<file path="config.mk">
export PLATFORM = sky130hd
export DESIGN_NAME = evt_count_chan
export DESIGN_NICKNAME = d
export VERILOG_FILES = /design/src/rtl/evc_pkg.sv /design/src/rtl/evc_sync.sv /design/src/rtl/evc_filter.sv /design/src/rtl/evc_edge.sv /design/src/rtl/evc_counter.sv /design/src/rtl/evt_count_chan.sv
export SDC_FILE = /design/constraint.sdc
export NUM_CORES = 1
export LEC_CHECK = 0
export CAP_MARGIN = 20
export CORE_ASPECT_RATIO = 0.9
export CORE_MARGIN = 2
export CORE_UTILIZATION = 40
export DETAILED_ROUTE_END_ITERATION = 7
export GPL_TIMING_DRIVEN = 0
export PLACE_DENSITY = 0.72
export RECOVER_POWER = 25
export SKIP_LAST_GASP = 1
export SLEW_MARGIN = 10
export SYNTH_ARGS = -nofsm -noshare
export SYNTH_HDL_FRONTEND = slang
export SYNTH_SLANG_ARGS = --single-unit
</file>
<file path="constraint.sdc">
create_clock -name clk -period 4.1 [get_ports clk]
set_clock_uncertainty 0.2 [all_clocks]
set_input_delay 0.82 -clock clk [delete_from_list [all_inputs] [get_ports clk]]
set_output_delay 0.82 -clock clk [all_outputs]
set_load 0.02 [all_outputs]
</file>
<file path="src/rtl/evc_pkg.sv">
package evc_pkg;

   typedef enum logic [1:0] {
      SEL_RISE = 2'b00,
      SEL_FALL = 2'b01,
      SEL_BOTH = 2'b10,
      SEL_ANY  = 2'b11
   } edge_sel_e;

   localparam int unsigned MIN_SYNC_STAGES = 2;
   localparam int unsigned MIN_HOLD        = 2;

endpackage

</file>
<file path="src/rtl/evc_sync.sv">
module evc_sync #(
   parameter int unsigned STAGES = 2
) (
   input  logic clk,
   input  logic rst_n,
   input  logic din,
   output logic dout
);
   import evc_pkg::*;

   if (STAGES < MIN_SYNC_STAGES) begin : g_bad_stages
      $error("evc_sync: STAGES must be at least 2");
   end

   logic [STAGES-1:0] chain;

   for (genvar i = 0; i < STAGES; i++) begin : g_stage
      if (i == 0) begin : g_first
         always_ff @(posedge clk or negedge rst_n) begin
            if (!rst_n) chain[0] <= 1'b0;
            else        chain[0] <= din;
         end
      end else begin : g_next
         always_ff @(posedge clk or negedge rst_n) begin
            if (!rst_n) chain[i] <= 1'b0;
            else        chain[i] <= chain[i-1];
         end
      end
   end

   assign dout = chain[STAGES-1];

endmodule

</file>
<file path="src/rtl/evc_filter.sv">
module evc_filter #(
   parameter int unsigned HOLD = 2
) (
   input  logic clk,
   input  logic rst_n,
   input  logic en,
   input  logic din,
   output logic lvl_o
);
   import evc_pkg::*;

   if (HOLD < MIN_HOLD) begin : g_bad_hold
      $error("evc_filter: HOLD must be at least 2");
   end

   logic [HOLD-2:0] hist;
   logic [HOLD-1:0] window;
   logic            flt;
   logic            agree;

   assign window = {hist, din};
   assign agree  = (&window) | ~(|window);

   always_ff @(posedge clk or negedge rst_n) begin
      if (!rst_n) begin
         hist <= '0;
         flt  <= 1'b0;
      end else begin
         hist <= window[HOLD-2:0];
         if (agree) flt <= din;
      end
   end

   assign lvl_o = en ? flt : din;


   filt_hold_chk: assert property (@(posedge clk) disable iff (!rst_n)
      (flt != $past(flt)) |-> ($past(window) == {HOLD{flt}}));

endmodule

</file>
<file path="src/rtl/evc_edge.sv">
module evc_edge (
   input  logic       clk,
   input  logic       rst_n,
   input  logic       lvl,
   input  logic [1:0] sel,
   output logic       edge_o
);
   import evc_pkg::*;

   logic      prev;
   logic      rise;
   logic      fall;
   edge_sel_e mode;

   always_ff @(posedge clk or negedge rst_n) begin
      if (!rst_n) prev <= 1'b0;
      else        prev <= lvl;
   end

   assign rise = lvl & ~prev;
   assign fall = ~lvl & prev;
   assign mode = edge_sel_e'(sel);

   always_comb begin
      unique case (mode)
         SEL_RISE: edge_o = rise;
         SEL_FALL: edge_o = fall;
         default:  edge_o = rise | fall;
      endcase
   end


   edge_excl_chk: assert property (@(posedge clk) disable iff (!rst_n)
      $onehot0({rise, fall}));

endmodule

</file>
<file path="src/rtl/evc_counter.sv">
module evc_counter #(
   parameter int unsigned W = 4
) (
   input  logic         clk,
   input  logic         rst_n,
   input  logic         start,
   input  logic         stop,
   input  logic         evt_edge,
   input  logic [W-1:0] reload,
   output logic [W-1:0] count,
   output logic         enable,
   output logic         irq
);

   localparam logic [W-1:0] INIT_VAL = '1;
   localparam logic [W-1:0] ZERO_VAL = '0;
   localparam logic [W-1:0] ONE_VAL  = W'(1);

   logic expire;
   logic step;

   assign step   = enable & ~start & ~stop & evt_edge;
   assign expire = step & (count == ZERO_VAL);

   always_ff @(posedge clk or negedge rst_n) begin
      if (!rst_n) begin
         count  <= INIT_VAL;
         enable <= 1'b0;
         irq    <= 1'b0;
      end else begin
         irq <= expire;
         if (start) begin
            enable <= 1'b1;
            count  <= reload;
         end else if (stop) begin
            enable <= 1'b0;
         end else if (expire) begin
            count <= reload;
         end else if (step) begin
            count <= count - ONE_VAL;
         end
      end
   end


   idle_hold_chk: assert property (@(posedge clk) disable iff (!rst_n)
      (!enable && !start) |=> $stable(count));


   start_load_chk: assert property (@(posedge clk) disable iff (!rst_n)
      start |=> (enable && count == $past(reload)));


   dec_one_chk: assert property (@(posedge clk) disable iff (!rst_n)
      (enable && !start && !stop && evt_edge && count != ZERO_VAL)
      |=> (count == $past(count) - ONE_VAL));


   irq_reload_chk: assert property (@(posedge clk) disable iff (!rst_n)
      irq |-> (count == $past(reload) && $past(count) == ZERO_VAL));


   stop_clear_chk: assert property (@(posedge clk) disable iff (!rst_n)
      (stop && !start) |=> (!enable && count == $past(count)));

endmodule

</file>
<file path="src/rtl/evt_count_chan.sv">
module evt_count_chan #(
   parameter int unsigned W           = 16,
   parameter int unsigned SYNC_STAGES = 2,
   parameter int unsigned FILT_HOLD   = 2
) (
   input  logic         clk,
   input  logic         rst_n,
   input  logic         start_i,
   input  logic         stop_i,
   input  logic [W-1:0] reload_i,
   input  logic [1:0]   edge_sel_i,
   input  logic         filt_en_i,
   input  logic         evt_i,
   output logic [W-1:0] count_o,
   output logic         enable_o,
   output logic         irq_o
);

   if (W < 2) begin : g_bad_width
      $error("evt_count_chan: W must be at least 2");
   end

   logic sync_lvl;
   logic clean_lvl;
   logic evt_edge;

   evc_sync #(.STAGES(SYNC_STAGES)) u_sync (
      .clk  (clk),
      .rst_n(rst_n),
      .din  (evt_i),
      .dout (sync_lvl)
   );

   evc_filter #(.HOLD(FILT_HOLD)) u_filt (
      .clk  (clk),
      .rst_n(rst_n),
      .en   (filt_en_i),
      .din  (sync_lvl),
      .lvl_o(clean_lvl)
   );

   evc_edge u_edge (
      .clk   (clk),
      .rst_n (rst_n),
      .lvl   (clean_lvl),
      .sel   (edge_sel_i),
      .edge_o(evt_edge)
   );

   evc_counter #(.W(W)) u_cnt (
      .clk     (clk),
      .rst_n   (rst_n),
      .start   (start_i),
      .stop    (stop_i),
      .evt_edge(evt_edge),
      .reload  (reload_i),
      .count   (count_o),
      .enable  (enable_o),
      .irq     (irq_o)
   );


   irq_single_chk: assert property (@(posedge clk) disable iff (!rst_n)
      (irq_o && reload_i != '0) |=> !irq_o);

endmodule

</file>
==> results of run 1 <==
==> worst paths after layout <==
| kind | slack [ns] | to | start |
|---|---|---|---|
| min in group asynchronous | 0.69 | u_sync.chain[0] | rst_n |
| hold / removal | 0.17 | u_sync.dout | u_sync.chain[0] |
| setup reg to reg | 1.13 | u_cnt.count[11] | u_sync.dout |
| setup / recovery | 0.46 | u_cnt.count[11] | filt_en_i |
| max in group asynchronous | 1.93 | u_edge.prev | rst_n |
| hold reg to reg | 0.17 | u_sync.dout | u_sync.chain[0] |
==> flip-flops by register name (all words and copies together), names as in the netlist <==
name and count:
u_cnt.enable 1, u_filt.hist 1, u_sync.chain 1, u_filt.flt 1, u_cnt.count 16, u_cnt.irq 1
u_sync.dout 1, u_edge.prev 1
==> cell families after synthesis <==
| logic type | share of synthesized area [%] |
|---|---|
| compound gates | 19.2 |
| fa+ha+maj | 3.46 |
| xor+xnor | 1.28 |
| buf+inv | 4.46 |
| flops | 43.4 |
| mux | 3.01 |
| simple gates | 25.2 |
==> final cells by class <==
type,instances,area [µm²],share of cell area (%)
Multi-Input combinational cell,103,717,38.1
Sequential cell,23,596,31.7
Inverter,7,26.3,1.40
Tap cell,44,55.1,2.93
Buffer,8,35.0,1.86
Clock buffer,3,41.3,2.20
Timing Repair Buffer,41,404,21.5
Clock inverter,1,5.00,0.266
==> report_power, final <==
group / leakage [nW] / switching, mW / total (mW) / internal [mW]
Combinational: 0.448 / 0.0941 / 0.195 / 0.101
Clock: 0.0255 / 0.0744 / 0.142 / 0.0678
Sequential: 0.251 / 0.0428 / 0.314 / 0.272
==> worst register-to-register path, delay by kind of cell (launching register included) <==
kind	cells	cell delay, ns
compound gates	3	0.93
simple gates	1	0.07
fa+ha+maj	1	0.20
mux	2	0.49
flops	1	0.41
buf+inv	3	0.57
==> per-layer routing <==
metal,vias up,share of wire [%],global-route usage [%]
li1,621,-,-
met4,0,1.4,6.55
met5,-,0,0
met2,40,49,31.7
met3,6,4.0,2.66
met1,624,46,25.4
==> Yosys cell counts, types with 2 or more instances <==
cell	n
a21oi_1	7
a221o_1	2
a221oi_1	2
a2bb2oi_1	2
a31oi_1	3
buf_2	4
clkbuf_1	4
dfrtp_1	7
dfstp_2	16
ha_1	3
inv_1	7
mux2i_1	3
nand2_1	6
nand3_1	9
nand3b_1	2
nand4_1	5
nand4b_1	2
nor2_1	14
nor3_1	8
o21ai_0	6
o311a_1	2
xor2_1	2
==> metrics by stage <==
step / power [mW] / util (%) / hold WS, ns
3_5_place_dp: 0.515 / 55.0 / 0.148
5_1_grt: 0.688 / 56.5 / 0.183
2_1_floorplan: 0.418 / - / 0.131
6_report: 0.652 / 56.5 / 0.165
3_3_place_gp: 0.508 / 55.0 / 0.132
4_1_cts: 0.658 / 56.4 / 0.168
==> layout by cell type (no fill, tap or decap), types with 4 or more instances in the layout <==
cell	instances
clkdlybuf4s50_1	37
clkbuf_1	5
inv_1	7
nand2_1	6
nor3_1	8
nor2_1	14
o21ai_0	6
dfrtp_1	7
dfstp_2	16
nand4_1	5
buf_2	4
nand3_1	9
a21oi_1	7
==> impl_metrics.yaml, run 1 <==
status:
  outcome: "finished, final reports clean"
global_routing:
  grt_overflow_total: 0
  grt_pass1_wl_um: 5820
  grt_pass1_vias: 1269
  antenna_found_initial: 0
  grt_max_degree: 24
  grt_use_total_pct: 19.0
logic_synthesis:
  synth_area_per_cell_um2: 9.74
  yosysWarningCount: 0
  synth_edf_count: 0
  synth-seq-area-share_pct: 43.4
  synth_cell_types: 47
  async_flop_share_pct: 100
  yosysTopAreaCell: "dfstp_2"
  syn-num-nets: 168
  synthCells: 141
  synth_area_um2: 1370
  synth_top_cell_area_share_pct: 30.6
  synth_area_leaders: "dfstp_2, dfrtp_1, nor2_1, nand3_1, nor3_1"
  synth-seq-cells: 23
  synthFlopType: "dfstp_2"
finish:
  fillCellCount: 317
  drive_above_1_share_pct: 16.7
  syn2layout_area_growth_pct: 36.8
  insertedDiodeCount: 0
  fin_nets: 214
  finalInstanceArea_um2: 1880
  fin_cells: 230
detailed_routing:
  drt-total-wl_um: 3400
  wl_per_cell_um: 14.8
  vias: 1291
  drt-initial-drc-count: 86
  drcViolationCount: 0
  ant_nets: 0
  viasPerCell: 5.61
  dr.pass1.iters: 4
worst_setup_path:
  worstPathRequired_ns: 4.06
  cp_cell_sequence: "clkdlybuf4s50_1 > mux2i_1 > inv_1 > ha_1 > mux2_1 > o2111a_1 > buf_2 > a41oi_2 > buf_2 > nor2_1 > a221oi_1"
  crit_path_max_fanout: 10
  slowest_delay_ns: 0.47
  crit_buf_inv: 4
  cp-start-kind: "input port"
  reg2regPathDepth: 10
  path_delay_family: "buffers and inverters"
  critical_path.endpoint_type: "flop"
  crit_path_top_delay_cell: "clkdlybuf4s50_1"
  cp.arrival_ns: 3.60
  cpMostUsedCell: "buf_2"
  cp_num_cells: 11
  path_class: "input port to flop"
clock_network:
  clockRootBuffer: "clkbuf_8"
  post_cts_buffers: 0
  cts_tree: "built"
  cts_sinks: 23
  cts_buffers: 3
  clock_latency_ns: 0.26
  clk_pin_slew_ns: 0.09
  postCtsHoldBufs: 0
  htree_levels: 1
  cts_buffer_depth: 2
  cts_resized: 0
timing:
  max_freq_mhz: 275
  rsz0062_at_grt: "no"
  min_period_over_period_pct: 88.8
  setup_violations: 0
  tightest_slew_ns: 0.857
  slew_violations: 0
  final_hold_viol_count: 0
  setup_slack_ns: 0.459
  finalCriticalPeriod_ns: 3.64
  slew_headroom_pct: 42.8
  setup_tns_ns: 0
floorplan:
  initial_core_util_pct: 41.3
  rows: 20
  dieArea_um2: 3920
  pin_count: 42
  die_y_um: 59.6
  coreArea_um2: 3330
  fp.dieW_um: 65.8
power:
  max-vdd-ir-drop_uv: 132
  leakagePower_nw: 0.724
  power.density_nw_per_um2: 347
placed_design:
  place_inst: 225
  dpl_worst_slack_ns: 0.207
  dpl.hpwl_um: 2590
  gp_congestion: 0.839
  portBuffers: 40
  dpl_cell_area_um2: 1830
min_path:
  hold_class: "flop to flop"
  min_path_cells: 0
job:
  cap_violations: 0
No activity file was read; power rests on OpenSTA's default activity.
==> run 2, diff against run 1 <==
PLACE_DENSITY = 0.74   (was 0.72)
SETUP_SLACK_MARGIN = 0.05   (was unset)
SYNTH_HIERARCHICAL = 1   (was unset)
clock period = 3 ns   (was 4.1 ns; I/O delays follow)
==> impl_metrics.yaml, run 2 <==
floorplan:
  pin_count: 42
  dieArea_um2: 4100
  rows: 20
  fp.dieW_um: 67.3
  coreArea_um2: 3400
  die_y_um: 61.0
  initial_core_util_pct: 42.4
power:
  max-vdd-ir-drop_uv: 300
  combPwrFrac_pct: 34.0
  power.density_nw_per_um2: 484
  switching_share_pct: 35.1
  seqPwrFrac_pct: 45.6
  switchingPower_mw: 0.340
  leakagePower_nw: 0.761
  p_int_mw: 0.629
  clockPowerShare_pct: 20.4
clock_network:
  clock_latency_ns: 0.27
  cts_buffers: 3
  postCtsHoldBufs: 0
  cts_tree: "built"
  cts_buffer_depth: 2
  htree_levels: 1
  cts_sinks: 23
  clockRootBuffer: "clkbuf_8"
  clk_pin_slew_ns: 0.08
logic_synthesis:
  synth-seq-cells: 23
  synth_area_leaders: "dfstp_2, dfrtp_1, nand3_1, nor2_1, nand2_1"
  synth_top_cell_area_share_pct: 29.2
  synth_edf_count: 0
  synth-seq-area-share_pct: 41.3
  syn-num-nets: 183
  synthFlopType: "dfstp_2"
  async_flop_share_pct: 100
  synth_cell_types: 50
  yosysWarningCount: 6
  synth.most_common_cell: "dfstp_2"
  synth_area_um2: 1440
  synth_area_per_cell_um2: 9.30
  synth_commonest_cells: "dfstp_2, nand3_1, nor2_1"
  yosysTopAreaCell: "dfstp_2"
  synthCells: 155
placed_design:
  portBuffers: 40
  place_inst: 239
  gp_congestion: 0.907
  dpl.hpwl_um: 2910
  dpl_worst_slack_ns: -0.764
finish:
  top_register: "u_cnt/count"
  fin_nets: 233
  syn2layout_area_growth_pct: 38.9
  largest_register_ffs: 16
  fin_cells: 248
  drive_above_1_share_pct: 19.1
  mostFrequentLayoutCells: "clkdlybuf4s50_1, dfstp_2, nor2_1, nand2_1, nand3_1"
  fillCellCount: 321
  layout_commonest_cell: "clkdlybuf4s50_1"
  insertedDiodeCount: 0
global_routing:
  antenna_found_initial: 0
  grt_max_degree: 24
  grt_pass1_vias: 1380
  grt_pass1_wl_um: 6500
  grt_use_total_pct: 21.2
  grt_overflow_total: 0
timing:
  setup_violations: 0
  slew_violations: 0
  setup_slack_ns: 0.158
  tightest_slew_ns: 0.760
  final_hold_viol_count: 0
  rsz0062_at_grt: "no"
  min_period_over_period_pct: 94.7
  slew_headroom_pct: 49.3
  max_freq_mhz: 352
  finalCriticalPeriod_ns: 2.84
detailed_routing:
  ant_nets: 0
  drt-initial-drc-count: 82
  dr.pass1.iters: 4
  wl_per_cell_um: 16.3
  viasPerCell: 5.79
  drcViolationCount: 0
  drt-total-wl_um: 4040
  vias: 1437
job:
  cap_violations: 0
worst_setup_path:
  path_class: "input port to flop"
  cp.arrival_ns: 2.85
  crit_path_top_delay_cell: "or4_1"
  crit_path_max_fanout: 6
  worstPathRequired_ns: 3.01
  slowest_delay_ns: 0.49
  cp_cell_sequence: "dlygate4sd2_1 > mux2_4 > ha_1 > mux2i_1 > mux2i_1 > and3b_2 > nand3_4 > o21ai_4 > buf_4 > or4_1 > nand4_1"
  rrSetupSlack_ns: 0.35
  critical_path.endpoint_type: "flop"
  cpMostUsedCell: "mux2i_1"
  cp-start-kind: "input port"
  reg2regPathDepth: 10
min_path:
  hold_class: "flop to flop"
  min_path_cells: 0
status:
  outcome: "finished, final reports clean"
run 2: cell count changes after synthesis, sizes merged, moves of 3 or more:
| cell | previous run | this run |
|---|---|---|
| nand3 | 9 | 15 |
| or4 | 1 | 4 |
| a21oi | 7 | 4 |
| nand2 | 6 | 14 |
run 2: layout make-up:
class	instances	area (µm²)	area share, %
multi-input cells	119	813	40.6
flip-flops and latches	23	596	29.7
repair buffers	46	440	22.0
well taps	44	55.1	2.75
clock buffers	4	45.0	2.25
plain buffers	5	26.3	1.31
inverters	7	26.3	1.31
run 2: power groups by stage:
stage / clock network (mW) / registers, mW / logic (mW)
after floorplan: 0 / 0.475 / 0.133
after global placement: 0 / 0.441 / 0.308
after detailed placement: 0 / 0.447 / 0.315
after CTS: 0.208 / 0.442 / 0.329
after global routing: 0.218 / 0.452 / 0.355
final: 0.197 / 0.442 / 0.330
run 2: kinds of logic (layout without fill, tap and decap cells):
group | Yosys count | count (layout) | synth area share [%]
adder cells (fa/ha/maj) | 5 | 5 | 4.25
multiplexers | 4 | 4 | 3.12
AO/OA/AOI/OAI | 28 | 28 | 14.8
flip-flops | 23 | 23 | 41.3
buffers and inverters | 13 | 62 | 3.82
AND/OR/NAND/NOR | 82 | 82 | 32.7
run 2: per-stage QoR:
| stage | hold slack [ns] | instance area (µm²) | utilization [%] | total power [mW] | setup TNS (ns) |
|---|---|---|---|---|---|
| floorplan | 0.104 | 1440 | - | 0.609 | 0 |
| global placement | 0.133 | 1900 | 55.7 | 0.749 | -9.12 |
| detailed placement | 0.140 | 1900 | 55.7 | 0.762 | -10.46 |
| CTS | 0.160 | 2000 | 58.8 | 0.979 | 0 |
| global route | 0.174 | 2000 | 58.8 | 1.02 | 0 |
| finish | 0.155 | 2000 | 58.8 | 0.969 | 0 |
run 2: final timing paths:
path	startpoint	endpoint
worst min register to register	u_sync/chain[0]	u_sync/dout
worst max register to register	u_sync/dout	u_cnt/count[4]
worst min-delay path	u_sync/chain[0]	u_sync/dout
min in group asynchronous	rst_n	u_sync/chain[0]
max in group asynchronous	rst_n	u_filt/flt
worst max-delay path	filt_en_i	u_cnt/count[4]
run 2: what timing repair did:
item                                    4_1_cts  5_1_grt
resized for setup                             7        0
setup buffers                                 5        0
endpoints found under the setup margin       17        0
run 2: metal layers:
metal	vias to the layer above	share of wire [%]	GRT usage, %
met5	-	0	0
met4	0	1.1	7.29
met3	7	6.4	4.08
met2	67	49	37.1
met1	690	43	26.3
li1	673	-	-
run 2: critical path, delay by kind of cell:
family          cells  cell delay (ns)
simple gates        4             0.99
mux                 3             0.55
buf+inv             2             0.41
fa+ha+maj           1             0.19
compound gates      1             0.10
